### src/rtl/fcpc_pkg.sv
package fcpc_pkg;

  // Result of classifying one measured frame period: bit 1 = legal, bit 0 = high rate
  function automatic logic [1:0] classify_period(input int unsigned period,
                                                 input int unsigned low_len,
                                                 input int unsigned high_len);
    if (period == low_len)  return 2'b10;
    if (period == high_len) return 2'b11;
    return 2'b00;
  endfunction

  // Idle window in clock cycles for the detected rate
  function automatic int unsigned idle_limit(input logic high,
                                             input int unsigned low_win,
                                             input int unsigned high_win);
    return high ? high_win : low_win;
  endfunction

  // Eight-bit time slots per frame for the detected rate
  function automatic int unsigned slot_total(input logic high,
                                             input int unsigned low_len,
                                             input int unsigned high_len);
    return (high ? high_len : low_len) / 8;
  endfunction

  typedef enum logic [1:0] {
    DET_WAIT_FIRST = 2'd0,
    DET_MEASURE    = 2'd1,
    DET_LOCKED     = 2'd2
  } det_state_e;

endpackage

### src/rtl/fcpc_rate_detect.sv
module fcpc_rate_detect #(
  parameter int LOW_FRAME  = 256,
  parameter int HIGH_FRAME = 512
) (
  input  logic clk,
  input  logic rst_n,
  input  logic fsep,
  output logic locked,
  output logic rate_high,
  output logic rate_err
);
  localparam int PER_MAX = HIGH_FRAME + 1;
  localparam int PER_W   = $clog2(PER_MAX + 1);

  fcpc_pkg::det_state_e state;
  logic             fsep_q;
  logic             fsep_rise;
  logic [PER_W-1:0] per_cnt;
  logic [1:0]       verdict;

  assign fsep_rise = fsep && !fsep_q;

  always_comb begin
    verdict = fcpc_pkg::classify_period(int'(per_cnt), LOW_FRAME, HIGH_FRAME);
  end

  always_ff @(posedge clk or negedge rst_n) begin
    if (!rst_n) begin
      state     <= fcpc_pkg::DET_WAIT_FIRST;
      fsep_q    <= 1'b0;
      per_cnt   <= '0;
      rate_high <= 1'b0;
      rate_err  <= 1'b0;
    end else begin
      fsep_q <= fsep;
      if (fsep_rise) begin
        per_cnt <= PER_W'(1);
      end else if (per_cnt != PER_W'(PER_MAX)) begin
        per_cnt <= per_cnt + PER_W'(1);
      end
      case (state)
        fcpc_pkg::DET_WAIT_FIRST: begin
          if (fsep_rise) state <= fcpc_pkg::DET_MEASURE;
        end
        fcpc_pkg::DET_MEASURE: begin
          if (fsep_rise) begin
            if (verdict[1]) begin
              state     <= fcpc_pkg::DET_LOCKED;
              rate_high <= verdict[0];
              rate_err  <= 1'b0;
            end else begin
              rate_err  <= 1'b1;
            end
          end
        end
        default: state <= fcpc_pkg::DET_LOCKED;
      endcase
    end
  end

  assign locked = (state == fcpc_pkg::DET_LOCKED);

endmodule

### src/rtl/fcpc_idle_timer.sv
module fcpc_idle_timer #(
  parameter int CNT_W = 12
) (
  input  logic             clk,
  input  logic             rst_n,
  input  logic             enable,
  input  logic             line,
  input  logic [CNT_W-1:0] limit,
  output logic             expired
);
  logic [CNT_W-1:0] low_run;

  always_ff @(posedge clk or negedge rst_n) begin
    if (!rst_n) begin
      low_run <= '0;
    end else if (!enable || line) begin
      low_run <= '0;
    end else if (low_run < limit) begin
      low_run <= low_run + CNT_W'(1);
    end
  end

  assign expired = enable && (low_run >= limit);

endmodule

### src/rtl/frame_clk_power_ctl.sv
module frame_clk_power_ctl #(
  parameter int NUM_CH     = 4,
  parameter int LOW_FRAME  = 256,
  parameter int HIGH_FRAME = 512,
  parameter int LOW_IDLE   = 1024,
  parameter int HIGH_IDLE  = 2048,
  localparam int SLOT_W    = $clog2(HIGH_FRAME / 8 + 1)
) (
  input  logic              clk,
  input  logic              rst_n,
  input  logic              fsep,
  input  logic [NUM_CH-1:0] fsx,
  output logic              locked,
  output logic              rate_high,
  output logic [SLOT_W-1:0] slots,
  output logic              rate_err,
  output logic [NUM_CH-1:0] standby,
  output logic              powerdown
);
  localparam int LIM_W = $clog2(HIGH_IDLE + 1);

  logic [LIM_W-1:0]  idle_lim;
  logic [NUM_CH-1:0] ch_expired;
  logic              fsep_expired;

  fcpc_rate_detect #(
    .LOW_FRAME (LOW_FRAME),
    .HIGH_FRAME(HIGH_FRAME)
  ) u_rate (
    .clk      (clk),
    .rst_n    (rst_n),
    .fsep     (fsep),
    .locked   (locked),
    .rate_high(rate_high),
    .rate_err (rate_err)
  );

  assign idle_lim = LIM_W'(fcpc_pkg::idle_limit(rate_high, LOW_IDLE, HIGH_IDLE));

  for (genvar g = 0; g < NUM_CH; g++) begin : g_chan
    fcpc_idle_timer #(.CNT_W(LIM_W)) u_timer (
      .clk    (clk),
      .rst_n  (rst_n),
      .enable (locked),
      .line   (fsx[g]),
      .limit  (idle_lim),
      .expired(ch_expired[g])
    );
  end

  fcpc_idle_timer #(.CNT_W(LIM_W)) u_sep_timer (
    .clk    (clk),
    .rst_n  (rst_n),
    .enable (locked),
    .line   (fsep),
    .limit  (idle_lim),
    .expired(fsep_expired)
  );

  assign powerdown = !locked || fsep_expired;
  assign standby   = ch_expired | {NUM_CH{powerdown}};
  assign slots     = locked ? SLOT_W'(fcpc_pkg::slot_total(rate_high, LOW_FRAME, HIGH_FRAME))
                          : '0;

endmodule

### config.mk
export PLATFORM = sky130hd
export DESIGN_NAME = frame_clk_power_ctl
export DESIGN_NICKNAME = d
export VERILOG_FILES = /design/src/rtl/fcpc_pkg.sv /design/src/rtl/fcpc_rate_detect.sv /design/src/rtl/fcpc_idle_timer.sv /design/src/rtl/frame_clk_power_ctl.sv
export SDC_FILE = /design/constraint.sdc
export NUM_CORES = 1
export LEC_CHECK = 0
export ABC_AREA = 1
export BUFFER_PORTS_ARGS = -buffer_cell sky130_fd_sc_hd__buf_4
export CELL_PAD_IN_SITES_DETAIL_PLACEMENT = 1
export CELL_PAD_IN_SITES_GLOBAL_PLACEMENT = 1
export CORE_ASPECT_RATIO = 1.25
export CORE_UTILIZATION = 40
export CTS_BUF_LIST = sky130_fd_sc_hd__clkbuf_4 sky130_fd_sc_hd__clkbuf_8
export CTS_CLUSTER_DIAMETER = 200
export DETAILED_ROUTE_END_ITERATION = 16
export HOLD_SLACK_MARGIN = 0.02
export PLACE_DENSITY_LB_ADDON = 0.25
export SLEW_MARGIN = 15
export SYNTH_ARGS = -nofsm -noshare
export SYNTH_HDL_FRONTEND = slang
export SYNTH_SLANG_ARGS = --single-unit
### constraint.sdc
create_clock -name clk -period 1.56 [get_ports clk]
set_input_delay 0 -clock clk [delete_from_list [all_inputs] [get_ports clk]]
set_output_delay 0 -clock clk [all_outputs]
set_load 0.01 [all_outputs]
==> results of run 1 <==
==> per-layer routing <==
layer	vias up	GRT usage, %
met5	-	0
met4	0	8.77
met3	34	3.93
met2	54	45.7
met1	2254	26.3
li1	2191	-
==> synthesized netlist by cell type, types with 2 or more instances <==
cell type / number / share of area (%)
sky130_fd_sc_hd__o21ai_1: 9 / 0.97
sky130_fd_sc_hd__ha_1: 23 / 6.2
sky130_fd_sc_hd__nand2_1: 142 / 11
sky130_fd_sc_hd__nor3_1: 19 / 2.0
sky130_fd_sc_hd__xor2_1: 5 / 0.94
sky130_fd_sc_hd__o21ai_0: 25 / 2.7
sky130_fd_sc_hd__nor2_2: 4 / 0.54
sky130_fd_sc_hd__nand2_2: 2 / 0.27
sky130_fd_sc_hd__nand3_1: 62 / 6.7
sky130_fd_sc_hd__or2_1: 2 / 0.27
sky130_fd_sc_hd__nor2_1: 99 / 8.0
sky130_fd_sc_hd__dfrtp_1: 75 / 40
sky130_fd_sc_hd__nand2_4: 3 / 0.73
sky130_fd_sc_hd__inv_1: 98 / 7.9
sky130_fd_sc_hd__a21oi_1: 23 / 2.5
sky130_fd_sc_hd__nor2_4: 5 / 1.2
sky130_fd_sc_hd__nor3_2: 2 / 0.43
sky130_fd_sc_hd__nand4_1: 21 / 2.8
sky130_fd_sc_hd__inv_2: 3 / 0.24
sky130_fd_sc_hd__buf_4: 10 / 1.6
==> cell type report <==
cell class / instances / area [µm²]
repair buffers: 67 / 617
fillers: 1371 / 5100
flip-flops and latches: 75 / 1880
inverters: 101 / 394
clock buffers: 12 / 159
repair inverters: 1 / 11.3
clock inverters: 4 / 48.8
multi-input cells: 460 / 2820
well taps: 135 / 169
==> state kept, by name (all words and copies together), names as in the netlist <==
| signal | flops |
|---|---|
| g_chan.u_timer.low_run | 48 |
| u_rate.fsep_q | 1 |
| u_rate.per_cnt | 10 |
| u_rate.rate_err | 1 |
| u_rate.rate_high | 1 |
| u_rate.state | 2 |
| u_sep_timer.low_run | 12 |
==> critical path, delay by kind of cell (launching register included) <==
family | cells | cell delay (ns)
adders and majority gates | 1 | 0.23
and+or+nand+nor | 4 | 0.32
buffers and inverters | 4 | 0.43
DFF | 1 | 0.42
AOI/OAI and AO/OA | 1 | 0.20
==> kinds of logic (layout without fill, tap and decap cells) <==
family / count (synthesis) / after routing
AOI/OAI and AO/OA: 64 / 64
xor gates and xnor gates: 5 / 5
adders and majority gates: 23 / 23
buffers and inverters: 113 / 185
DFF: 75 / 75
other: 1 / 5
and+or+nand+nor: 363 / 363
==> cells in the final DEF (no fill, tap or decap), drive strengths merged <==
cell	Yosys	final
bufinv	0	1
dfrtp	75	75
o21a	1	1
xor2	5	5
o21bai	2	2
or2	3	3
nor2	108	108
a21boi	1	1
inv	101	101
a31oi	1	1
nand3	62	62
ha	23	23
clkinv	0	4
buf	12	61
a21oi	25	25
nor3	21	21
and3	1	1
clkbuf	0	12
dlygate4sd3	0	6
nand4	21	21
conb	1	5
o21ai	34	34
nand2	147	147
==> worst max path at each step <==
stage                     start                      endpoint  slack, ns  depth (start not counted)
3_5_place_dp   u_rate.rate_high  g_chan[0].u_timer.low_run[5]      -0.12                         10
3_3_place_gp   u_rate.rate_high                    standby[0]      -0.04                         10
6_report       u_rate.rate_high                    standby[0]      -0.42                         10
4_1_cts        u_rate.rate_high                    standby[0]      -0.36                         10
5_1_grt        u_rate.rate_high                    standby[0]      -0.49                         10
2_1_floorplan  u_rate.rate_high        u_sep_timer.low_run[9]      -0.01                         10
==> stage by stage <==
| step | hold slack (ns) | setup TNS [ns] | power (µW) | instance area, µm² |
|---|---|---|---|---|
| floorplan | -0.296 | -0.00955 | 2420 | 4700 |
| detailed placement | -0.0711 | -0.972 | 2580 | 5120 |
| global placement | -0.0748 | -0.0937 | 2550 | 5120 |
| CTS | 0.0635 | -3.64 | 4240 | 5620 |
| global route | 0.0793 | -11.04 | 4450 | 6090 |
| finish | 0.0680 | -6.92 | 4240 | 6090 |
==> timing repair <==
action,CTS,global route
gates cloned,1,0
gates resized for setup,44,117
pin swaps,12,25
buffers inserted,8,9
hold endpoints to repair,95,0
setup endpoints to repair,35,62
hold buffers,6,0
==> power by group through the flow <==
| stage | registers, µW | logic (µW) | clock network, µW |
|---|---|---|---|
| 6_report | 2100 | 500 | 1630 |
| 3_5_place_dp | 2140 | 449 | 0 |
| 3_3_place_gp | 2130 | 420 | 0 |
| 4_1_cts | 2100 | 466 | 1680 |
| 5_1_grt | 2120 | 579 | 1760 |
| 2_1_floorplan | 2120 | 299 | 0 |
==> flow_summary.rst, run 1 <==
.. list-table::
   :header-rows: 1

   * - Metric
     - Value
   * - Drt first pass iters
     - 6
   * - Final setup fails
     - 57
   * - Setup slack of the most critical reg-to-reg path
     - -0.21 ns
   * - Post-synthesis instance area
     - between 4000 and 5000 µm²
   * - Final min period
     - about 2.0 ns
   * - Antenna violations before repair
     - 0
   * - Cell Int Power
     - approximately 3000 µW
   * - Maximum buffer depth of the clock tree
     - 2
   * - Post-placement setup slack
     - -0.124 ns
   * - Worst vdd ir
     - between 0.6 and 0.7 mV
   * - RR Startpoint
     - u_rate.rate_high
   * - Sum of routed wire length over all layers
     - 14.2 mm
   * - RSZ-0062 raised after global routing
     - true
   * - Vias
     - approximately 4500
   * - Die H
     - 123 µm
   * - Wire length of the first global-routing pass
     - 22.6 mm
   * - Switching portion of total power
     - about 28%
   * - Post-synthesis share of cell area spent on xor and xnor gates
     - 0.941%
   * - Worst-skew pair later-pin latency
     - 0.37 ns
   * - Fin. max-slew vios
     - 0
   * - Total Nets Final
     - roughly 750
   * - Metal-1 WL
     - between 5 and 6 mm
   * - Cell Count Post-Placement
     - 815
   * - Hold Path Class
     - input pin to async pin
   * - Kind of start point of the critical path
     - register
   * - Number of clock sinks
     - 75
   * - Net switching power figure
     - ~1200 µW
   * - Final core utilization
     - a little over half
   * - Final-report hold violation count
     - 0
   * - Top-level I/O count
     - 22
   * - Largest fanout of any net on the critical path
     - 5
   * - Worst-path cell with the longest stage delay
     - sky130_fd_sc_hd__dfrtp_2
   * - Max stage delay on crit path
     - roughly 0.42 ns
   * - Ys flop type
     - sky130_fd_sc_hd__dfrtp_1
   * - Post-synthesis share of cell area spent on full adders, half adders and majority gates
     - between 6 and 7%
   * - Final setup skew
     - ~0.012 ns
   * - Layout overhead on the synthesized area
     - 30.9%
   * - Worst R2R Path Depth
     - 8
   * - MaxCap Viol Count
     - 0
   * - Antenna cells
     - 0
   * - Required @ worst endpoint
     - between 1.5 and 2 ns
   * - Routed wl met3
     - roughly 290 µm
   * - Cts bufs inserted
     - 9
   * - Final std cells w/o fill
     - roughly 860
   * - Critical-path cell list
     - clkinv_4 > ha_4 > inv_4 > nor2_4 > nor2_2 > nand2_1 > a21oi_2 > buf_6 > nand3_4 > buf_6
   * - Number of register bits inferred by synthesis
     - 75
   * - Share of total power in sequential cells
     - 49.6%
   * - Avg Vias per Cell
     - approximately 5.3
   * - Maximum number of pins on one net before global-route repair
     - 37
   * - Number of port buffers
     - 16
   * - Post-CTS clock slew at the launch and capture registers of the worst setup and hold paths
     - roughly 0.09 ns
   * - Clock root buffer
     - sky130_fd_sc_hd__clkbuf_8
   * - Wire per inst
     - ~17 µm
   * - Clock power share
     - roughly two fifths
   * - Met2 WL
     - a little under 8 mm
   * - Horizontal die dimension
     - about 98 µm
   * - Critical path endpoint category
     - primary output
   * - Mux share of post-synthesis cell area
     - 0%
   * - Destination of the worst register-to-register timing path
     - u_sep_timer.low_run[1]
   * - Cell count after synthesis
     - roughly 640
   * - GRT Resource Usage Total
     - a little under a quarter
   * - Synthesized-area fraction occupied by ao, oa, aoi and oai cells
     - about 7.7%
   * - Top routing layer in use
     - met4
   * - HPWL after detailed placement
     - about 9.4 mm
   * - Proportion of layout cells with a drive suffix above 1
     - 26.8%
   * - Final period util
     - 127%
   * - Critical Path Most Common Cell
     - sky130_fd_sc_hd__buf_6
   * - Share of power burned in combinational logic
     - between 10% and 20%
   * - Power per standard cell area
     - around 700 nW/µm²
   * - Leakage power total
     - roughly 0.0029 µW
   * - Arrival time of data at the critical path endpoint
     - about 2.0 ns
   * - Area inside the core boundary
     - 11200 µm²
   * - Final Wtd Congestion
     - 0.824
   * - Status
     - finished, violations left
   * - Die outline area
     - 12100 µm²
   * - Mean instance size in the synthesized netlist
     - between 7 and 8 µm²
   * - Violation count after the first detailed-routing iteration
     - about 180
   * - TritonCTS clock tree
     - done
   * - Remaining global-route overflow
     - 0
   * - Area fraction in and, or, nand and nor cells after synthesis
     - a little over a third
   * - Violated checks
     - setup timing
   * - Std cell rows
     - 43
   * - Count of synthesis-stage warnings from yosys
     - 0
   * - Worst-case setup margin in the final layout
     - -0.417 ns
   * - H-tree levels
     - 3
   * - Final routed DRC violation total
     - 0
   * - Combinational family with the most area after synthesis
     - simple AND/OR/NAND/NOR gates
   * - Async set-reset flop share out of synthesis
     - 100%
   * - Number of enable-type register cells in the synthesized netlist
     - 0
   * - Count of distinct cell types in the synthesized netlist
     - 32
   * - Fmax
     - ~510 MHz
   * - Number of global-route vias before repair
     - around 5000
   * - Classification of the worst setup path
     - register to primary output
   * - Initial Utilization
     - 41.6%
   * - Remaining number of nets flagged by the antenna check after routing
     - 0
   * - Sequential fraction of the synthesis area
     - about 40%
Power figures use the tool's default switching activity.
==> run 2, diff against run 1 <==
==> constraint.sdc (replaced) <==
create_clock -name clk -period 2.05 [get_ports clk]
set_input_delay 0 -clock clk [delete_from_list [all_inputs] [get_ports clk]]
set_output_delay 0 -clock clk [all_outputs]
set_load 0.01 [all_outputs]
==> run 2 against run 1 <==
  * The run ends with DRC left
  * Via count down 6.9%
  * Non-clock buffer count down 36
  * Cell area down 14%
  * Critical path type unchanged
==> flow_summary.rst, run 2 (synthesis gave the netlist of run 1 again) <==
.. list-table::
   :header-rows: 1

   * - Metric
     - Value
   * - Status
     - finished, violations left
   * - Violated checks
     - DRC
   * - Final standard cell area without fillers
     - roughly 5200 µm²
   * - Die H
     - roughly 120 µm
   * - Crit-path leading delay family
     - buffers and inverters
   * - Maximum number of pins on one net before global-route repair
     - around 40
   * - Arrival time of data at the critical path endpoint
     - 1.96 ns
   * - Final setup skew
     - between 0.006 and 0.007 ns
   * - Worst-path cell with the longest stage delay
     - sky130_fd_sc_hd__dfrtp_1
   * - TritonCTS clock tree
     - done
   * - Depth of the critical timing path with buffers and inverters included
     - 9
   * - Antenna cells
     - 0
   * - Clock power share
     - between 30% and 40%
   * - Classification of the worst setup path
     - register to primary output
   * - Critical-path cell list
     - inv_2 > buf_4 > ha_2 > nand2_1 > nor2_1 > a21oi_4 > buf_12 > nand2_1 > buf_4
   * - MaxCap Viol Count
     - 0
   * - Vias
     - 4222
   * - Die outline area
     - between 10000 and 15000 µm²
   * - Cell Count Post-Placement
     - roughly 790
   * - Final std cells w/o fill
     - about 800
   * - Remaining number of nets flagged by the antenna check after routing
     - 0
   * - Violation count after the first detailed-routing iteration
     - 93
   * - Worst R2R Path Depth
     - 9
   * - Area occupied by registers
     - 1880 µm²
   * - Final routed DRC violation total
     - 2
   * - Critical path endpoint category
     - primary output
   * - Final Wtd Congestion
     - between 0.8 and 0.9
   * - RSZ-0062 raised after global routing
     - false
   * - Share of power burned in combinational logic
     - between 10% and 20%
   * - RR Startpoint
     - u_rate.rate_high
   * - Source of the critical timing path
     - u_rate.rate_high
   * - Drt first pass iters
     - 12
   * - Sum of routed wire length over all layers
     - 11.6 mm
   * - Fmax
     - roughly 500 MHz
   * - Number of port buffers
     - 16
   * - Top-level I/O count
     - 22
   * - Maximum buffer depth of the clock tree
     - 2
   * - Number of clock sinks
     - 75
   * - Post-placement setup slack
     - about 0.10 ns
   * - Worst-skew pair later-pin latency
     - roughly 0.35 ns
   * - Destination of the worst register-to-register timing path
     - g_chan[2].u_timer.low_run[6]
   * - Avg Vias per Cell
     - approximately 5.2
   * - Remaining global-route overflow
     - 0
   * - Leading cell type in the layout, fill and taps excluded
     - sky130_fd_sc_hd__nand2_1
   * - H-tree levels
     - 3
   * - Worst vdd ir
     - about 0.34 mV
   * - Timing endpoint of the critical path
     - standby[2]
   * - Slew at the pin closest to its max-slew limit
     - roughly 0.56 ns
   * - Wire per inst
     - approximately 14 µm
   * - Power per standard cell area
     - just under 600 nW/µm²
   * - Largest fanout of any net on the critical path
     - 6
   * - Antenna violations before repair
     - 0
   * - HPWL after detailed placement
     - a little under 9 mm
   * - Final period util
     - 95.4%
   * - Relative slew slack
     - approximately 63%
   * - CP Buf/Inv Count
     - 4
   * - Number of global-route vias before repair
     - roughly 4500
   * - Total Nets Final
     - roughly 710
   * - Required @ worst endpoint
     - roughly 2.1 ns
   * - Worst-case setup margin in the final layout
     - around 0.095 ns
   * - Setup slack of the most critical reg-to-reg path
     - 0.20 ns
   * - Final min period
     - 1.96 ns
   * - Most used cells in the layout excluding fill and tap cells
     - sky130_fd_sc_hd__nand2_1 (141), sky130_fd_sc_hd__nor2_1 (99), sky130_fd_sc_hd__inv_1 (95), sky130_fd_sc_hd__dfrtp_1 (75), sky130_fd_sc_hd__nand3_1 (62)
   * - Share of total power in sequential cells
     - 52.9%
   * - Number of flip-flops under the largest register name
     - 48
   * - Register bank with the most flops
     - g_chan.u_timer.low_run
   * - Initial Utilization
     - roughly two fifths
   * - Layout overhead on the synthesized area
     - 12.1%
   * - Kind of start point of the critical path
     - register
   * - Area inside the core boundary
     - about 11000 µm²
   * - Fin. max-slew vios
     - 0
   * - Final-report hold violation count
     - 0
   * - Cts bufs inserted
     - 9
   * - Cell Int Power
     - 2210 µW
   * - Max stage delay on crit path
     - approximately 0.41 ns
   * - Number of inserted filler cells in the final layout
     - around 1400
   * - Top Registers
     - g_chan.u_timer.low_run (48), u_sep_timer.low_run (12), u_rate.per_cnt (10)
   * - Instance area at placement
     - approximately 5000 µm²
   * - Proportion of layout cells with a drive suffix above 1
     - between 10% and 20%
   * - Post-CTS clock slew at the launch and capture registers of the worst setup and hold paths
     - roughly 0.080 ns
   * - Net switching power figure
     - 812 µW
   * - Switching portion of total power
     - 26.9%
   * - Std cell rows
     - 43
   * - Final setup fails
     - 0
   * - Clock root buffer
     - sky130_fd_sc_hd__clkbuf_8
   * - Wire length of the first global-routing pass
     - 20.2 mm
   * - Leakage power total
     - 0.00263 µW
   * - GRT Resource Usage Total
     - a little over a fifth
   * - Hold Path Class
     - input pin to async pin
   * - Area taken by multi-input logic gates
     - ~2300 µm²
   * - Horizontal die dimension
     - slightly below 100 µm
   * - Setup_tns
     - 0 ns
## run 2: changes by cell type in the layout (fill, tap and decap cells not counted), sizes merged
| cell | delta |
|---|---|
| clkinv | -2 |
| bufinv | -1 |
| clkbuf | +1 |
| buf | -36 |
## run 2: metal layers
layer,routed length (µm),track usage (%)
met5,0,0
met1,5080,23.4
met2,6080,39.5
met3,186,3.53
met4,212,7.84
## run 2: through the flow
step           power, µW  utilization (%)  hold WS (ns)
6_report            3020             46.6         0.165
5_1_grt             3180             46.6         0.202
4_1_cts             3070             46.4         0.186
3_5_place_dp        1950             43.9        0.0351
3_3_place_gp        1930             43.9        0.0352
2_1_floorplan       1840                -        -0.296
## run 2: what timing repair did
action	4_1_cts	5_1_grt
buffers inserted	2	2
endpoints found under the hold margin	80	0
hold buffers	6	0
endpoints found under the setup margin	5	8
resized for setup	2	5
pin swaps	1	1
## run 2: how the worst min path moves through the flow
stage	from	end	slack, ns	cells after the start
after floorplan	rst_n	g_chan[0].u_timer.low_run[0]	-0.30	0
after global placement	rst_n	g_chan[2].u_timer.low_run[9]	0.04	1
after detailed placement	rst_n	g_chan[2].u_timer.low_run[8]	0.04	1
after CTS	rst_n	g_chan[2].u_timer.low_run[5]	0.19	2
after global routing	rst_n	g_chan[2].u_timer.low_run[9]	0.20	2
final	rst_n	g_chan[2].u_timer.low_run[8]	0.17	2
## run 2: power by group through the flow
stage,logic (µW),registers [µW],clock network (µW)
after floorplan,227,1610,0
after global placement,310,1620,0
after detailed placement,328,1620,0
after CTS,346,1600,1130
after global routing,386,1600,1190
final,337,1600,1090
## run 2: worst register-to-register path, stage by stage, from the launching register on
cell                      delay [ns]
sky130_fd_sc_hd__dfrtp_1        0.41
sky130_fd_sc_hd__inv_2          0.09
sky130_fd_sc_hd__buf_4          0.15
sky130_fd_sc_hd__ha_2           0.30
sky130_fd_sc_hd__a21oi_4        0.26
sky130_fd_sc_hd__nand3_1        0.18
sky130_fd_sc_hd__nor2_1         0.16
sky130_fd_sc_hd__nand2_1        0.08
sky130_fd_sc_hd__nand2_1        0.08
sky130_fd_sc_hd__nor2_1         0.05
## run 2: cell type report
class | count | area share [%]
clock buffers | 13 | 3.31
multi-input cells | 460 | 44.8
inverters | 101 | 7.27
repair buffers | 31 | 5.23
flip-flops and latches | 75 | 36.0
clock inverters | 2 | 0.192
well taps | 135 | 3.24
